[config.mk]
export PLATFORM = sky130hd
export DESIGN_NAME = acc_shift_alu
export DESIGN_NICKNAME = d
export VERILOG_FILES = /design/src/rtl/acc_alu_pkg.sv /design/src/rtl/acc_op_decode.sv /design/src/rtl/acc_signed_shifter.sv /design/src/rtl/acc_logic_unit.sv /design/src/rtl/acc_shift_alu.sv
export SDC_FILE = /design/constraint.sdc
export NUM_CORES = 1
export LEC_CHECK = 0
export BUFFER_PORTS_ARGS = -buffer_cell sky130_fd_sc_hd__buf_4
export CAP_MARGIN = 20
export CORE_MARGIN = 3
export CORE_UTILIZATION = 30
export DETAILED_ROUTE_END_ITERATION = 16
export GPL_ROUTABILITY_DRIVEN = 0
export GPL_TIMING_DRIVEN = 0
export SYNTH_ARGS = -nofsm -noshare
export SYNTH_HDL_FRONTEND = slang
export SYNTH_SLANG_ARGS = --single-unit
[constraint.sdc]
create_clock -name clk -period 4.4 [get_ports clk]
set_input_delay 0.66 -clock clk [delete_from_list [all_inputs] [get_ports clk]]
set_output_delay 0.66 -clock clk [all_outputs]
set_load 0.1 [all_outputs]
[src/rtl/acc_alu_pkg.sv]
package acc_alu_pkg;

    localparam int OP_W = 5;

    localparam logic [OP_W-1:0] OPC_VAR_LEFT  = 5'h10;
    localparam logic [OP_W-1:0] OPC_VAR_RIGHT = 5'h11;
    localparam logic [OP_W-1:0] OPC_OR        = 5'h12;
    localparam logic [OP_W-1:0] OPC_XOR       = 5'h13;
    localparam logic [OP_W-1:0] OPC_EQV       = 5'h14;

    // Highest op[2:0] value that is legal in each constant-shift group
    localparam logic [2:0] CONST_RIGHT_LAST = 3'd5;
    localparam logic [2:0] CONST_LEFT_LAST  = 3'd6;

    typedef enum logic [2:0] {
        K_SHIFT = 3'd0,
        K_OR    = 3'd1,
        K_XOR   = 3'd2,
        K_EQV   = 3'd3,
        K_PASS  = 3'd4
    } op_kind_e;

endpackage

[src/rtl/acc_op_decode.sv]
module acc_op_decode
    import acc_alu_pkg::*;
#(
    parameter int WIDTH = 16
) (
    input  logic [OP_W-1:0]  op,
    input  logic [WIDTH-1:0] b,
    output op_kind_e         kind,
    output logic             shift_left,
    output logic [WIDTH-1:0] count,
    output logic             unsupported
);

    logic [WIDTH-1:0] const_amt;

    always_comb begin
        const_amt   = WIDTH'(op[2:0]) + WIDTH'(1);
        kind        = K_PASS;
        shift_left  = 1'b0;
        count       = '0;
        unsupported = 1'b0;

        unique case (op[4:3])
            2'b00: begin
                if (op[2:0] <= CONST_RIGHT_LAST) begin
                    kind       = K_SHIFT;
                    shift_left = 1'b0;
                    count      = const_amt;
                end else begin
                    unsupported = 1'b1;
                end
            end
            2'b01: begin
                if (op[2:0] <= CONST_LEFT_LAST) begin
                    kind       = K_SHIFT;
                    shift_left = 1'b1;
                    count      = const_amt;
                end else begin
                    unsupported = 1'b1;
                end
            end
            2'b10: begin
                if (op == OPC_VAR_LEFT) begin
                    kind       = K_SHIFT;
                    shift_left = 1'b1;
                    count      = b;
                end else if (op == OPC_VAR_RIGHT) begin
                    kind       = K_SHIFT;
                    shift_left = 1'b0;
                    count      = b;
                end else if (op == OPC_OR) begin
                    kind = K_OR;
                end else if (op == OPC_XOR) begin
                    kind = K_XOR;
                end else if (op == OPC_EQV) begin
                    kind = K_EQV;
                end else begin
                    unsupported = 1'b1;
                end
            end
            default: begin
                unsupported = 1'b1;
            end
        endcase
    end

endmodule

[src/rtl/acc_signed_shifter.sv]
module acc_signed_shifter #(
    parameter int WIDTH = 16
) (
    input  logic [WIDTH-1:0] data,
    input  logic [WIDTH-1:0] count,
    input  logic             shift_left,
    output logic [WIDTH-1:0] shifted
);

    localparam int SH_W = $clog2(WIDTH);
    localparam int MAG_W = WIDTH + 1;

    logic             negative;
    logic             go_left;
    logic [MAG_W-1:0] wide_count;
    logic [MAG_W-1:0] magnitude;
    logic             too_far;
    logic [SH_W-1:0]  amount;

    always_comb begin
        negative   = count[WIDTH-1];
        go_left    = shift_left ^ negative;
        wide_count = {count[WIDTH-1], count};
        magnitude  = negative ? (MAG_W'(0) - wide_count) : wide_count;
        too_far    = magnitude >= MAG_W'(WIDTH);
        amount     = magnitude[SH_W-1:0];

        if (too_far) begin
            shifted = '0;
        end else if (go_left) begin
            shifted = data << amount;
        end else begin
            shifted = data >> amount;
        end
    end

endmodule

[src/rtl/acc_logic_unit.sv]
module acc_logic_unit
    import acc_alu_pkg::*;
#(
    parameter int WIDTH = 16
) (
    input  op_kind_e         kind,
    input  logic [WIDTH-1:0] a,
    input  logic [WIDTH-1:0] b,
    output logic [WIDTH-1:0] y
);

    logic [WIDTH-1:0] b_eff;

    genvar gi;
    generate
        for (gi = 0; gi < WIDTH; gi++) begin : g_bit
            always_comb begin
                b_eff[gi] = (kind == K_EQV) ? ~b[gi] : b[gi];
                if (kind == K_OR) begin
                    y[gi] = a[gi] | b_eff[gi];
                end else begin
                    y[gi] = a[gi] ^ b_eff[gi];
                end
            end
        end
    endgenerate

endmodule

[src/rtl/acc_shift_alu.sv]
module acc_shift_alu
    import acc_alu_pkg::*;
#(
    parameter int WIDTH = 16
) (
    input  logic             clk,
    input  logic             rst,
    input  logic             in_valid,
    input  logic [OP_W-1:0]  op,
    input  logic [WIDTH-1:0] a,
    input  logic [WIDTH-1:0] b,
    output logic [WIDTH-1:0] res,
    output logic             res_valid,
    output logic             op_err
);

    typedef struct packed {
        logic [WIDTH-1:0] res;
        logic             vld;
        logic             err;
    } out_state_t;

    out_state_t state_d;
    out_state_t state_q;

    op_kind_e         kind;
    logic             dec_left;
    logic [WIDTH-1:0] dec_count;
    logic             dec_bad;
    logic [WIDTH-1:0] shift_y;
    logic [WIDTH-1:0] logic_y;
    logic [WIDTH-1:0] result_d;

    acc_op_decode #(.WIDTH(WIDTH)) u_decode (
        .op          (op),
        .b           (b),
        .kind        (kind),
        .shift_left  (dec_left),
        .count       (dec_count),
        .unsupported (dec_bad)
    );

    acc_signed_shifter #(.WIDTH(WIDTH)) u_shift (
        .data       (a),
        .count      (dec_count),
        .shift_left (dec_left),
        .shifted    (shift_y)
    );

    acc_logic_unit #(.WIDTH(WIDTH)) u_logic (
        .kind (kind),
        .a    (a),
        .b    (b),
        .y    (logic_y)
    );

    always_comb begin
        unique case (kind)
            K_SHIFT:             result_d = shift_y;
            K_OR, K_XOR, K_EQV:  result_d = logic_y;
            default:             result_d = a;
        endcase

        state_d     = state_q;
        state_d.vld = in_valid;
        state_d.err = 1'b0;
        if (in_valid) begin
            state_d.res = result_d;
            state_d.err = dec_bad;
        end
    end

    always_ff @(posedge clk) begin
        if (rst) begin
            state_q <= '0;
        end else begin
            state_q <= state_d;
        end
    end

    assign res       = state_q.res;
    assign res_valid = state_q.vld;
    assign op_err    = state_q.err;

endmodule

# Word level (Yosys, flattened, before mapping)

Cells that the tools add are included.
W data, S select, Z words.

Add/subtract/negate cells: 2
Order comparisons: 3
Equality and inequality tests: 10
Shifts and indexed selects: 2
Multiplexer cells: 60
Bitwise logic cells: 50
Reductions and logical operators: 4

Operators by type and width:

| kind                    | number |
|---|---|
| $mux W16                | 6 |
| $pmux W16 S3            | 1 |
| $mux W1                 | 41 |
| $pmux W16 S2            | 1 |
| $eq A5 B5 Y1 const B    | 5 |
| $mux W3                 | 7 |
| $ge A17 B5 Y1 const B   | 1 |
| $mux W17                | 1 |
| $not A1 Y1              | 17 |
| $sub A1 B16 Y17 const A | 1 |
| $xor A1 B1 Y1           | 17 |
| $or A1 B1 Y1            | 16 |
| $shl A16 B4 Y16         | 1 |
| $shr A16 B4 Y16         | 1 |
| $pmux W3 S3             | 1 |
| $eq A3 B2 Y1 const B    | 2 |
| $le A3 B3 Y1 const B    | 2 |
| $add A3 B1 Y4 const B   | 1 |
| $eq A3 B1 Y1 const B    | 1 |
| $logic_not A3 Y1        | 1 |
| $pmux W1 S3             | 1 |
| $reduce_or A3 Y1        | 1 |
| $eq A2 B1 Y1 const B    | 1 |
| $eq A2 B2 Y1 const B    | 1 |
| other kinds (3)         | 3 |

Register bits after elaboration: 18
Input bits: 40
Output and inout port bits: 18
Word-level logic and storage cells: 134

# Longest topological paths before layout

Gate-level depths: netlist (run 1).

Depth in word-level cells: 12
Gate-level depth with buffers: 19
Mapped depth without buffers: 15

# By module

A second synthesis (run 1) with hierarchy kept.

Cell total of the unflattened synthesis: 507
Area total of the unflattened synthesis: 3938.8 µm²

Modules (own cells, without submodules):

| module             | instances | cells each | area an instance (µm²) | sequential area each (µm²) |
|---|---|---|---|---|
| acc_signed_shifter | 1         | 269        | 1839.3                 | 0.0 |
| acc_shift_alu      | 1         | 96         | 973.4                  | 360.3 |
| acc_logic_unit     | 1         | 86         | 694.4                  | 0.0 |
| acc_op_decode      | 1         | 56         | 431.7                  | 0.0 |

# Worst setup path after synthesis (run 1)

OpenSTA, ideal clock, no wires.

Path type: input port to flip-flop
Start point: input op[0]
End point: register state_q, in the netlist res[13]
Setup time: 0.088 ns
Data arrival time: 4.641 ns
Required time: 4.312 ns
Path slack: -0.329 ns
Stages: 17
Buffers on the path: 3
Cells stage by stage: inv_1 > ha_1 > o21ba_4 > nand3_1 > a31oi_1 > inv_1 > buf_1 > buf_1 > ha_1 > o41ai_4 > a21o_1 > buf_2 > mux2i_1 > a2bb2o_1 > or3_1 > a221o_1 > a311oi_2

Cells in the longest elaborated chain, start to end: 12
Elaborated cells on any way between the ends: 42
Classes of those cells: 2 x add/sub; 3 x order compare; 8 x eq/ne; 2 x shift; 22 x mux; 3 x bitwise; 2 x reduce/logical

RTL lines:

| item                                                                     | line                | text |
|---|---|---|
| start: declaration                                                       | acc_shift_alu.sv:9  | `input logic [OP_W-1:0] op,` |
| parallel branches: the longest is 11 deep, another holds $sub A1 B16 Y17 | -                   |  |
| $pmux W16 S2 (*)                                                         | acc_shift_alu.sv:58 | `unique case (kind)` |
| end signal: assignment                                                   | acc_shift_alu.sv:77 | `state_q <= state_d;` |
| end: declaration                                                         | acc_shift_alu.sv:24 | `out_state_t state_q;` |

Every way passes the cells marked *.
A chain may end at the register's enable or synchronous reset.

# Worst setup path after layout (run 1)

Start point: input op[1]
End point: register state_q, in the netlist res[9]

The elaborated chain is that of the path after synthesis.

==> key figures, run 1 <==
Outcome
  – Status: completed

Drt
  – Via count: 5344
  – Uppermost layer routed: met4
  – Met3 routed WL: 1.92 mm
  – Via-to-Cell Ratio: 6.49
  – First-pass DRT Iterations: 7
  – Routed met1 length: 6.74 mm
  – Met2 routed WL: 7.25 mm
  – DRT antenna net count: 0
  – DRC: 0
  – WL/cell: 20.6 um
  – Routed wire length: 16.9 mm
  – Initial DRC Count: 707

Placement
  – PortBufs: 50
  – Hpwl dp: 12.9 mm
  – Placed cell area: 4670 sq um

Setup path
  – Critical path startpoint category: input port
  – Setup crit end kind: register
  – Crit path kind: input port to register
  – CP bufs+invs: 6
  – Slowest-stage cell, CP: nor3_2
  – Arrival time worst endpoint: 4.53 ns
  – CP delay by family, top: compound AO/OA/AOI/OAI gates
  – CP required: 4.57 ns
  – Crit-path max FO: 11
  – Worst path cell trace: buf_4 > clkinvlp_4 > buf_4 > ha_4 > o21ba_4 > nand3_2 > a31oi_4 > inv_4 > buf_8 > buf_12 > ha_2 > or3_1 > a211o_1 > o211ai_1 > nand2_1 > nor3_2 > nor2_1 > a311o_1 > a311oi_2
  – CP peak stage delay: 0.39 ns
  – FF-to-FF path depth: 5
  – CP Depth: 19
  – Cell mode on critical path: buf_4

STA
  – Fin. Hold Viols: 0
  – Slew @ Worst Pin: 0.912 ns
  – Worst hold slack: 0.487 ns
  – Fin Clk Skew: 0 ns
  – Final setup violation count: 0
  – Post-layout min period: 4.36 ns
  – Slew HR: 0.388
  – Fmax: 229 MHz
  – Final period util: 0.991
  – Fin. max-slew vios: 0

Floorplan
  – Initial Util: 0.313
  – Die span in x: 122 um
  – Placement row count: 41
  – I/O pins: 58
  – Die Span Y: 122 um
  – Core Region: 12900 sq um
  – Die ar.: 14900 sq um

Yosys
  – EDFF count, synth: 0
  – Post-synthesis sequential area ratio: 0.0895
  – Syn Nets: 657
  – Post-synthesis average cell area: 6.81 sq um
  – Netlist cell types: 81
  – Yosys Warn Count: 0
  – Mapped Cells: 591
  – FF+latch count, synth: 18
  – Synth Flop Type: dfxtp_1
  – Cell Area, Synth: 4030 sq um
  – Asr flop ratio synth: 0

Worst hold path
  – Worst hold path depth: 2
  – Worst min path class: register to register

GRT
  – Initial antenna violation count: 0
  – Congestion Overflow GR: 0
  – Vias in the first global route: 4809
  – Pin count of the biggest net entering global routing: 12
  – First-pass GRT wire length: 25.8 mm
  – Tot GR Track Use: 0.215

CTS
  – H-tree depth: 1
  – TritonCTS Buffers: 3
  – CTS tree: yes
  – Worst-Skew Late Latency: 0.25 ns
  – TritonCTS Sinks: 18
  – CTS Buffer Depth: 2
  – Clk root buf: clkbuf_16
  – Reg clk slew, reported paths: 0.05 ns

Flow run
  – Max-Cap Viols: 0

Power and ir drop
  – Pwr dens: 211 nW/um^2
  – Leakage: 1.97 nW
  – Max IR drop VDD: 0.143 mV

Final layout
  – Synthesis-to-layout area growth: 23.9%
  – Util after Layout: 0.388
  – Nets: 719
  – Layout cells sized above 1: 0.195
  – N_diodes: 0
  – Fill count: 1325
  – Fin area: 4990 sq um
[cells in the mapped netlist (3+ instances only)]
library cell,instances,area share
a2111oi_0,3,0.0065
a211o_1,4,0.0087
a211oi_1,12,0.022
a21o_1,4,0.0075
a21oi_1,51,0.063
a221oi_1,4,0.0087
a22oi_1,6,0.011
a311o_1,3,0.0075
a311oi_1,9,0.020
a311oi_2,6,0.022
a31o_1,3,0.0065
a31oi_1,7,0.011
a32oi_1,3,0.0065
and3_1,3,0.0047
buf_1,8,0.0075
buf_2,4,0.0050
clkbuf_1,31,0.029
dfxtp_1,18,0.089
ha_1,26,0.081
inv_1,28,0.026
mux2i_1,25,0.062
nand2_1,38,0.035
nand2b_1,3,0.0047
nand3_1,24,0.030
nand4_1,8,0.012
nor2_1,92,0.086
nor3_1,13,0.016
nor4_1,5,0.0078
o2111ai_1,6,0.013
o211a_1,4,0.0099
o211ai_1,13,0.024
o21a_1,4,0.0075
o21ai_0,27,0.034
o221ai_1,3,0.0065
o22ai_1,12,0.019
o31a_1,3,0.0065
or3_1,8,0.012
xnor2_1,4,0.0087
xor2_1,15,0.033
[worst reg2reg max path, delay by kind of cell (launching register included)]
family             cells  cell delay, ns
AOI/OAI and AO/OA      2            0.45
DFF                    1            0.33
and+or+nand+nor        3            0.35
[cells in the final DEF (no fill, tap or decap), types with 4 or more instances in the layout]
master     count
a22oi_1        6
o211a_1        4
a311oi_2       6
o2111ai_1      6
dfxtp_1       18
nor4_1         5
clkbuf_1      28
nand4_1        8
nand2_1       38
xor2_1        15
a21oi_1       50
a211oi_1       9
a31oi_1        6
a311oi_1       9
nor2_1        92
mux2i_1       22
inv_1         25
ha_1          20
buf_1          4
nor3_1        12
or3_1          8
buf_4         62
nand3_1       22
o21ai_0       20
a21o_1         4
a211o_1        4
o21ai_1        6
ha_4           4
o211ai_1      13
o22ai_1        9
o21a_1         4
xnor2_1        4
[final timing paths]
kind                             start  endpoint  slack (ns)
worst max register to register  res[0]    res[0]        3.23
worst min register to register  res[5]    res[5]        0.49
worst min-delay path            res[5]    res[5]        0.49
worst max-delay path             op[1]    res[9]        0.04
[flip-flops by register name, summed over array words and instances (netlist names)]
| register | flops |
|---|---|
| op_err | 1 |
| res_valid | 1 |
| res | 16 |
[cells by family (layout without fill, tap and decap cells)]
group / after synthesis / count (layout) / share of synthesized area
buffers and inverters: 74 / 134 / 0.0749
adder cells (fa/ha/maj): 26 / 26 / 0.0808
AO/OA/AOI/OAI: 212 / 212 / 0.383
AND/OR/NAND/NOR: 215 / 215 / 0.260
flip-flops: 18 / 18 / 0.0895
XOR/XNOR: 19 / 19 / 0.0413
multiplexers: 27 / 27 / 0.0705
[routing by layer]
metal  track usage  vias up
li1              -     2360
met1         0.285     2413
met2         0.345      448
met3        0.0353      123
met4        0.0875        0
met5             0        -
[layout make-up]
class,count,area (sq um),share of cell area
plain buffers,45,244,0.0489
clock buffers,3,75.1,0.0150
inverters,28,115,0.0231
multi-input cells,499,3550,0.710
flip-flops and latches,18,360,0.0722
well taps,172,215,0.0431
repair buffers,58,435,0.0872
[power breakdown]
part	internal (W)	switching (W)
registers	0.000179	0.00000914
clock network	0.000120	0.0000621
logic	0.000222	0.000458
total	0.000522	0.000529
[per-stage QoR]
step	setup slack [ns]	TNS [ns]	instances	total power, W
floorplan	0.0733	0	591	0.000625
global placement	-1.01	-13.54	813	0.000802
detailed placement	-0.982	-13.18	813	0.000806
CTS	0.0141	0	822	0.00100
global route	-0.0363	-0.0652	823	0.00109
finish	0.0416	0	823	0.00105
[repair_timing]
action / in CTS / in global routing
gates resized for setup: 18 / 38
pin swaps: 4 / 6
setup buffers: 6 / 2
endpoints found under the hold margin: 0 / 0
hold buffers: 0 / 0
endpoints found under the setup margin: 16 / 16
Power figures use the tool's default switching activity.
==> run 2, diff against run 1 <==
- ABC_AREA: unset -> 1
==> run 2 against run 1 <==
Effect of this change:
- largest cell class unchanged
- clock skew stayed put
- non-clock buffer count is 8 lower
- sequential power is 3% lower
- utilization is 2.3 points lower
- first-iteration DRC count is 31% lower
- critical endpoint is now res[2]
- clock power is 13% higher
- sequential share of layout area is 0.15 points higher
- critical path depth is 5 higher
- cell area is 2.1% lower
- highest routed layer unchanged
- die area is 3.1% higher
==> key figures, run 2 <==
Drt
  – Via-to-Cell Ratio: 5.18
  – DRT antenna net count: 0
  – Initial DRC Count: 485
  – WL/cell: 15.2 um
  – Via count: 5099
  – First-pass DRT Iterations: 5
  – Routed wire length: 15.0 mm
  – DRC: 0

Yosys
  – Netlist cell types: 44
  – EDFF count, synth: 0
  – Mapped Cells: 749
  – Post-synth top area share: 0.265
  – Asr flop ratio synth: 0
  – Count leader, synth: nand2_1
  – Synth Flop Type: dfxtp_1
  – Post-synthesis sequential area ratio: 0.0867
  – FF+latch count, synth: 18
  – Syn Nets: 815
  – Post-synthesis average cell area: 5.55 sq um
  – Cell Area, Synth: 4160 sq um
  – Largest area contributor in the synthesized netlist: nand2_1
  – Most area-consuming cells after synthesis: nand2_1 (27%), nand3_1 (14%), dfxtp_1 (8.7%)
  – Top post-synthesis cells by count: nand2_1 (294), nand3_1 (116), inv_1 (65), nor2_1 (36), ha_1 (26)
  – Yosys Warn Count: 0

Worst hold path
  – Worst min path class: register to register
  – Worst hold path depth: 2

CTS
  – Clk root buf: clkbuf_16
  – Worst-Skew Late Latency: 0.25 ns
  – CTS Buffer Depth: 2
  – TritonCTS Buffers: 3
  – Post-CTS Repair Setup Buffers: 0
  – Reg clk slew, reported paths: 0.06 ns
  – CTS tree: yes
  – TritonCTS Sinks: 18
  – H-tree depth: 1

Power and ir drop
  – Max IR drop VDD: 0.181 mV
  – Pwr dens: 206 nW/um^2
  – Leakage: 2.63 nW

Setup path
  – Arrival time worst endpoint: 4.17 ns
  – Crit-path max FO: 11
  – Setup crit end kind: register
  – Crit path kind: input port to register
  – Critical path startpoint category: input port
  – FF-to-FF path depth: 2
  – CP required: 4.51 ns

Final layout
  – Util after Layout: 0.365
  – Max reg flops: 16
  – Sequential Area: 360 sq um
  – Layout cells sized above 1: 0.183
  – Synthesis-to-layout area growth: 17.6%
  – Fin area: 4890 sq um
  – Nets: 876
  – Multi-input gate area: 3260 sq um
  – N_diodes: 0
  – Fill count: 1528
  – Leading cell type in the layout, fill and taps excluded: nand2_1
  – Most frequent cells in the layout: nand2_1 (294), nand3_1 (116), inv_1 (65)

Floorplan
  – Core Region: 13400 sq um
  – Die span in x: 124 um
  – Die ar.: 15300 sq um
  – Initial Util: 0.310
  – Die Span Y: 124 um
  – Placement row count: 42
  – I/O pins: 58

STA
  – RSZ-0062 raised after global routing: no
  – Post-layout min period: 4.06 ns
  – Fin Clk Skew: 0 ns
  – Fin. Hold Viols: 0
  – Slew @ Worst Pin: 0.658 ns
  – Final setup violation count: 0
  – Fmax: 247 MHz
  – Fin. max-slew vios: 0
  – Slew HR: 0.561
  – Setup Total Neg Slack: 0 ns
  – Final period util: 0.922

Placement
  – PortBufs: 56
  – Hpwl dp: 12.1 mm
  – Placed cell area: 4800 sq um

GRT
  – Tot GR Track Use: 0.196
  – First-pass GRT wire length: 23.9 mm
  – Vias in the first global route: 4639
  – Congestion Overflow GR: 0
  – Pin count of the biggest net entering global routing: 12
  – Initial antenna violation count: 0

Outcome
  – Status: completed

Flow run
  – Max-Cap Viols: 0
-- run 2: cell types whose count changed after synthesis, moves of 13 or more --
cell / change
nor2_1: -56
o21ai_0: -16
inv_1: +37
mux2i_1: -25
clkbuf_1: -19
a21oi_1: -29
nand2_1: +256
o211ai_1: -13
nand3_1: +92
nand2_2: +19
-- run 2: per-stage QoR --
| stage | hold slack (ns) | setup WS, ns | total power [W] | cells |
|---|---|---|---|---|
| after global placement | 0.461 | 0.123 | 0.000790 | 981 |
| final | 0.468 | 0.345 | 0.00100 | 985 |
| after floorplan | 0.909 | 1.06 | 0.000619 | 749 |
| after detailed placement | 0.460 | 0.131 | 0.000788 | 981 |
| after CTS | 0.472 | 0.388 | 0.000992 | 985 |
| after global routing | 0.485 | 0.0487 | 0.00107 | 985 |
-- run 2: timing repair --
action | CTS | global route
endpoints found under the setup margin | 0 | 2
resized for setup | 0 | 2
hold buffers | 0 | 0
-- run 2: worst max-delay path: stages --
cell     delay [ns]
buf_4          0.12
inv_1          0.15
ha_1           0.22
inv_1          0.06
nand2_2        0.16
nand4_1        0.17
nand2_4        0.16
nand2_2        0.12
buf_2          0.24
ha_1           0.30
nor3_2         0.23
nand3_1        0.10
nand2_1        0.12
buf_4          0.19
buf_4          0.19
o21ai_0        0.13
o21ai_0        0.22
nor2_1         0.06
nor2_1         0.22
nor2_1         0.06
nand3_1        0.08
nand2_1        0.06
nand2_1        0.08
a21oi_2        0.05
-- run 2: cells by family after synthesis --
| family | count (synthesis) | share of synthesized area |
|---|---|---|
| AO/OA/AOI/OAI | 71 | 0.116 |
| XOR/XNOR | 20 | 0.0421 |
| adder cells (fa/ha/maj) | 26 | 0.0782 |
| AND/OR/NAND/NOR | 502 | 0.548 |
| buffers and inverters | 112 | 0.129 |
| flip-flops | 18 | 0.0867 |
-- run 2: final timing paths --
path,start,endpoint,slack (ns)
max,op[0],res[2],0.34
min,res[6],res[6],0.47
max reg2reg,res[3],res[3],3.77
min reg2reg,res[6],res[6],0.47
-- run 2: where the power goes --
group / total [W] / switching, W / internal, W
Clock: 0.000206 / 0.0000671 / 0.000139
Sequential: 0.000184 / 0.00000721 / 0.000177
Combinational: 0.000615 / 0.000432 / 0.000183
-- run 2: final cells by class --
type,instances,share of cell area
repair buffers,56,0.0860
multi-input cells,619,0.667
well taps,176,0.0450
clock buffers,4,0.0182
inverters,73,0.0566
plain buffers,39,0.0532
flip-flops and latches,18,0.0737
-- run 2: per-layer routing --
metal	up-vias	global-route usage	part of all wire
li1	2550	-	-
met1	2316	0.277	0.45
met2	208	0.326	0.47
met3	25	0.0127	0.061
met4	0	0.0415	0.018
met5	-	0	0
==> run 3, diff against run 2 <==
- ABC_AREA: 1 -> 0
- CORE_MARGIN: 3 -> unset
- TNS_END_PERCENT: unset -> 30
==> run 3 against run 2 <==
Effect of this change:
- highest routed layer unchanged
- clock power shrank 13%
- wire length grew 11%
- the flow now finishes with violations (negative setup slack)
- count of clock-buffer cells in the layout shrank 1
- global-route usage grew 3.5 points
- cell area grew 0.84%
- sequential power grew 3%
- hold slack gained 0.025 ns
- total power grew 2.7%
- critical path depth shrank 6
- clock skew is the same
- via count grew 1.4%
==> key figures, run 3 (synthesized netlist as in run 1, its figures left out) <==
STA
  – Slew HR: 0.398
  – Fin Clk Skew: 0 ns
  – Post-layout min period: 4.41 ns
  – Final setup violation count: 1
  – RSZ-0062 raised after global routing: yes
  – Fin. Hold Viols: 0
  – Fin. max-slew vios: 0
  – Final period util: 1.00
  – PnR worst setup slack: -0.0146 ns
  – Fmax: 227 MHz
  – Slew @ Worst Pin: 0.896 ns
  – Worst hold slack: 0.492 ns

CTS
  – CTS tree: yes
  – H-tree depth: 1
  – Worst-Skew Late Latency: 0.25 ns
  – Reg clk slew, reported paths: 0.05 ns
  – Clk root buf: clkbuf_16
  – CTS Buffer Depth: 2
  – TritonCTS Sinks: 18
  – TritonCTS Buffers: 3

GRT
  – Congestion Overflow GR: 0
  – Tot GR Track Use: 0.230
  – Pin count of the biggest net entering global routing: 12
  – Initial antenna violation count: 0
  – First-pass GRT wire length: 26.0 mm
  – Vias in the first global route: 4793

Drt
  – DRC: 0
  – Routed wire length: 16.6 mm
  – WL/cell: 20.1 um
  – Via count: 5170
  – Initial DRC Count: 737
  – DRT antenna net count: 0
  – First-pass DRT Iterations: 7
  – Via-to-Cell Ratio: 6.25

Final layout
  – Util after Layout: 0.383
  – Fin area: 4930 sq um
  – Synthesis-to-layout area growth: 22.4%
  – Fill count: 1341
  – Max reg flops: 16
  – Fin cells: 827
  – Nets: 723
  – Most frequent cells in the layout: nor2_1 (92), buf_4 (65), a21oi_1 (50)
  – Leading cell type in the layout, fill and taps excluded: nor2_1
  – Layout cells sized above 1: 0.182
  – N_diodes: 0

Outcome
  – Failing checks: negative setup slack
  – Status: finished, violations left

Setup path
  – Slowest-stage cell, CP: or3_1
  – Crit-path max FO: 11
  – Arrival time worst endpoint: 4.58 ns
  – CP required: 4.56 ns
  – Crit path kind: input port to register
  – CP peak stage delay: 0.37 ns
  – Worst path cell trace: buf_4 > clkinvlp_4 > ha_2 > nand3b_4 > nand3_1 > a31oi_4 > inv_6 > buf_12 > ha_2 > or3_1 > a211o_1 > o211ai_1 > buf_4 > nand2_1 > a211oi_2 > a21oi_1 > a221o_1 > a311oi_2
  – FF-to-FF path depth: 5
  – Critical path startpoint category: input port
  – Setup crit end kind: register

Worst hold path
  – Worst min path class: register to register
  – Worst hold path depth: 2

Power and ir drop
  – Int Pwr: 0.000514 W
  – Net switching power figure: 0.000517 W
  – Share of power burned in combinational logic: 0.644
  – Clock group share of total power: 0.173
  – Leakage: 1.96 nW
  – Sequential share of power: 0.183
  – Pwr dens: 209 nW/um^2
  – Max IR drop VDD: 0.121 mV
  – Net Sw Frac: 0.501
  – Total design power: 0.00103 W

Floorplan
  – Initial Util: 0.313
  – Placement row count: 41
  – Die span in x: 118 um
  – Die ar.: 13900 sq um
  – Die Span Y: 118 um
  – I/O pins: 58
  – Core Region: 12900 sq um

Placement
  – Placed cell area: 4670 sq um
  – Hpwl dp: 12.8 mm
  – Post-Place Cells: 813
  – PortBufs: 50

Flow run
  – Max-Cap Viols: 0
## run 3: changes by cell type in the layout (fill, tap and decap cells not counted), sizes merged, moves of 17 or more
cell / change
clkbuf: +21
mux2i: +25
nand2: -275
nor2: +46
inv: -47
nand3: -96
a21oi: +17
## run 3: what timing repair did
| action | 4_1_cts | 5_1_grt |
|---|---|---|
| hold buffers | 0 | 0 |
| pin swaps | 4 | 2 |
| hold endpoints to repair | 0 | 0 |
| endpoints found under the setup margin | 16 | 16 |
| resized for setup | 19 | 19 |
| buffers inserted | 8 | 4 |
## run 3: worst max-delay path: cells and delay by family
kind                     cells  cell delay [ns]
AO/OA/AOI/OAI                7             1.74
AND/OR/NAND/NOR              4             0.90
buffers and inverters        5             0.76
adder cells (fa/ha/maj)      2             0.50
## run 3: final timing paths
check	from	endpoint	slack (ns)
max	op[0]	res[13]	-0.01
min	res[14]	res[14]	0.49
max reg2reg	res[0]	res[0]	3.20
min reg2reg	res[14]	res[14]	0.49
## run 3: routing by layer
| metal | GRT usage | up-vias | routed length, um |
|---|---|---|---|
| met5 | 0 | - | 0 |
| met4 | 0.0962 | 0 | 721 |
| met3 | 0.0344 | 82 | 1670 |
| met2 | 0.367 | 376 | 7330 |
| met1 | 0.308 | 2331 | 6900 |
| li1 | - | 2381 | - |
## run 3: power by group through the flow
stage	registers (W)	clock network, W	logic (W)
finish	0.000189	0.000179	0.000664
global route	0.000191	0.000188	0.000696
CTS	0.000189	0.000180	0.000631
detailed placement	0.000192	0	0.000614
global placement	0.000191	0	0.000611
floorplan	0.000304	0	0.000321
## run 3: final cells by class
type,instances,area (sq um),share of cell area
plain buffers,45,234,0.0475
clock buffers,3,75.1,0.0152
inverters,28,118,0.0239
multi-input cells,499,3460,0.702
flip-flops and latches,18,360,0.0731
well taps,172,215,0.0437
repair buffers,62,465,0.0944
## run 3: metrics by stage
stage / setup WS [ns] / TNS, ns
4_1_cts: 0.0182 / 0
6_report: -0.0146 / -0.0146
5_1_grt: -0.0866 / -0.192
3_5_place_dp: -1.01 / -13.56
2_1_floorplan: 0.0733 / 0
3_3_place_gp: -1.09 / -14.51
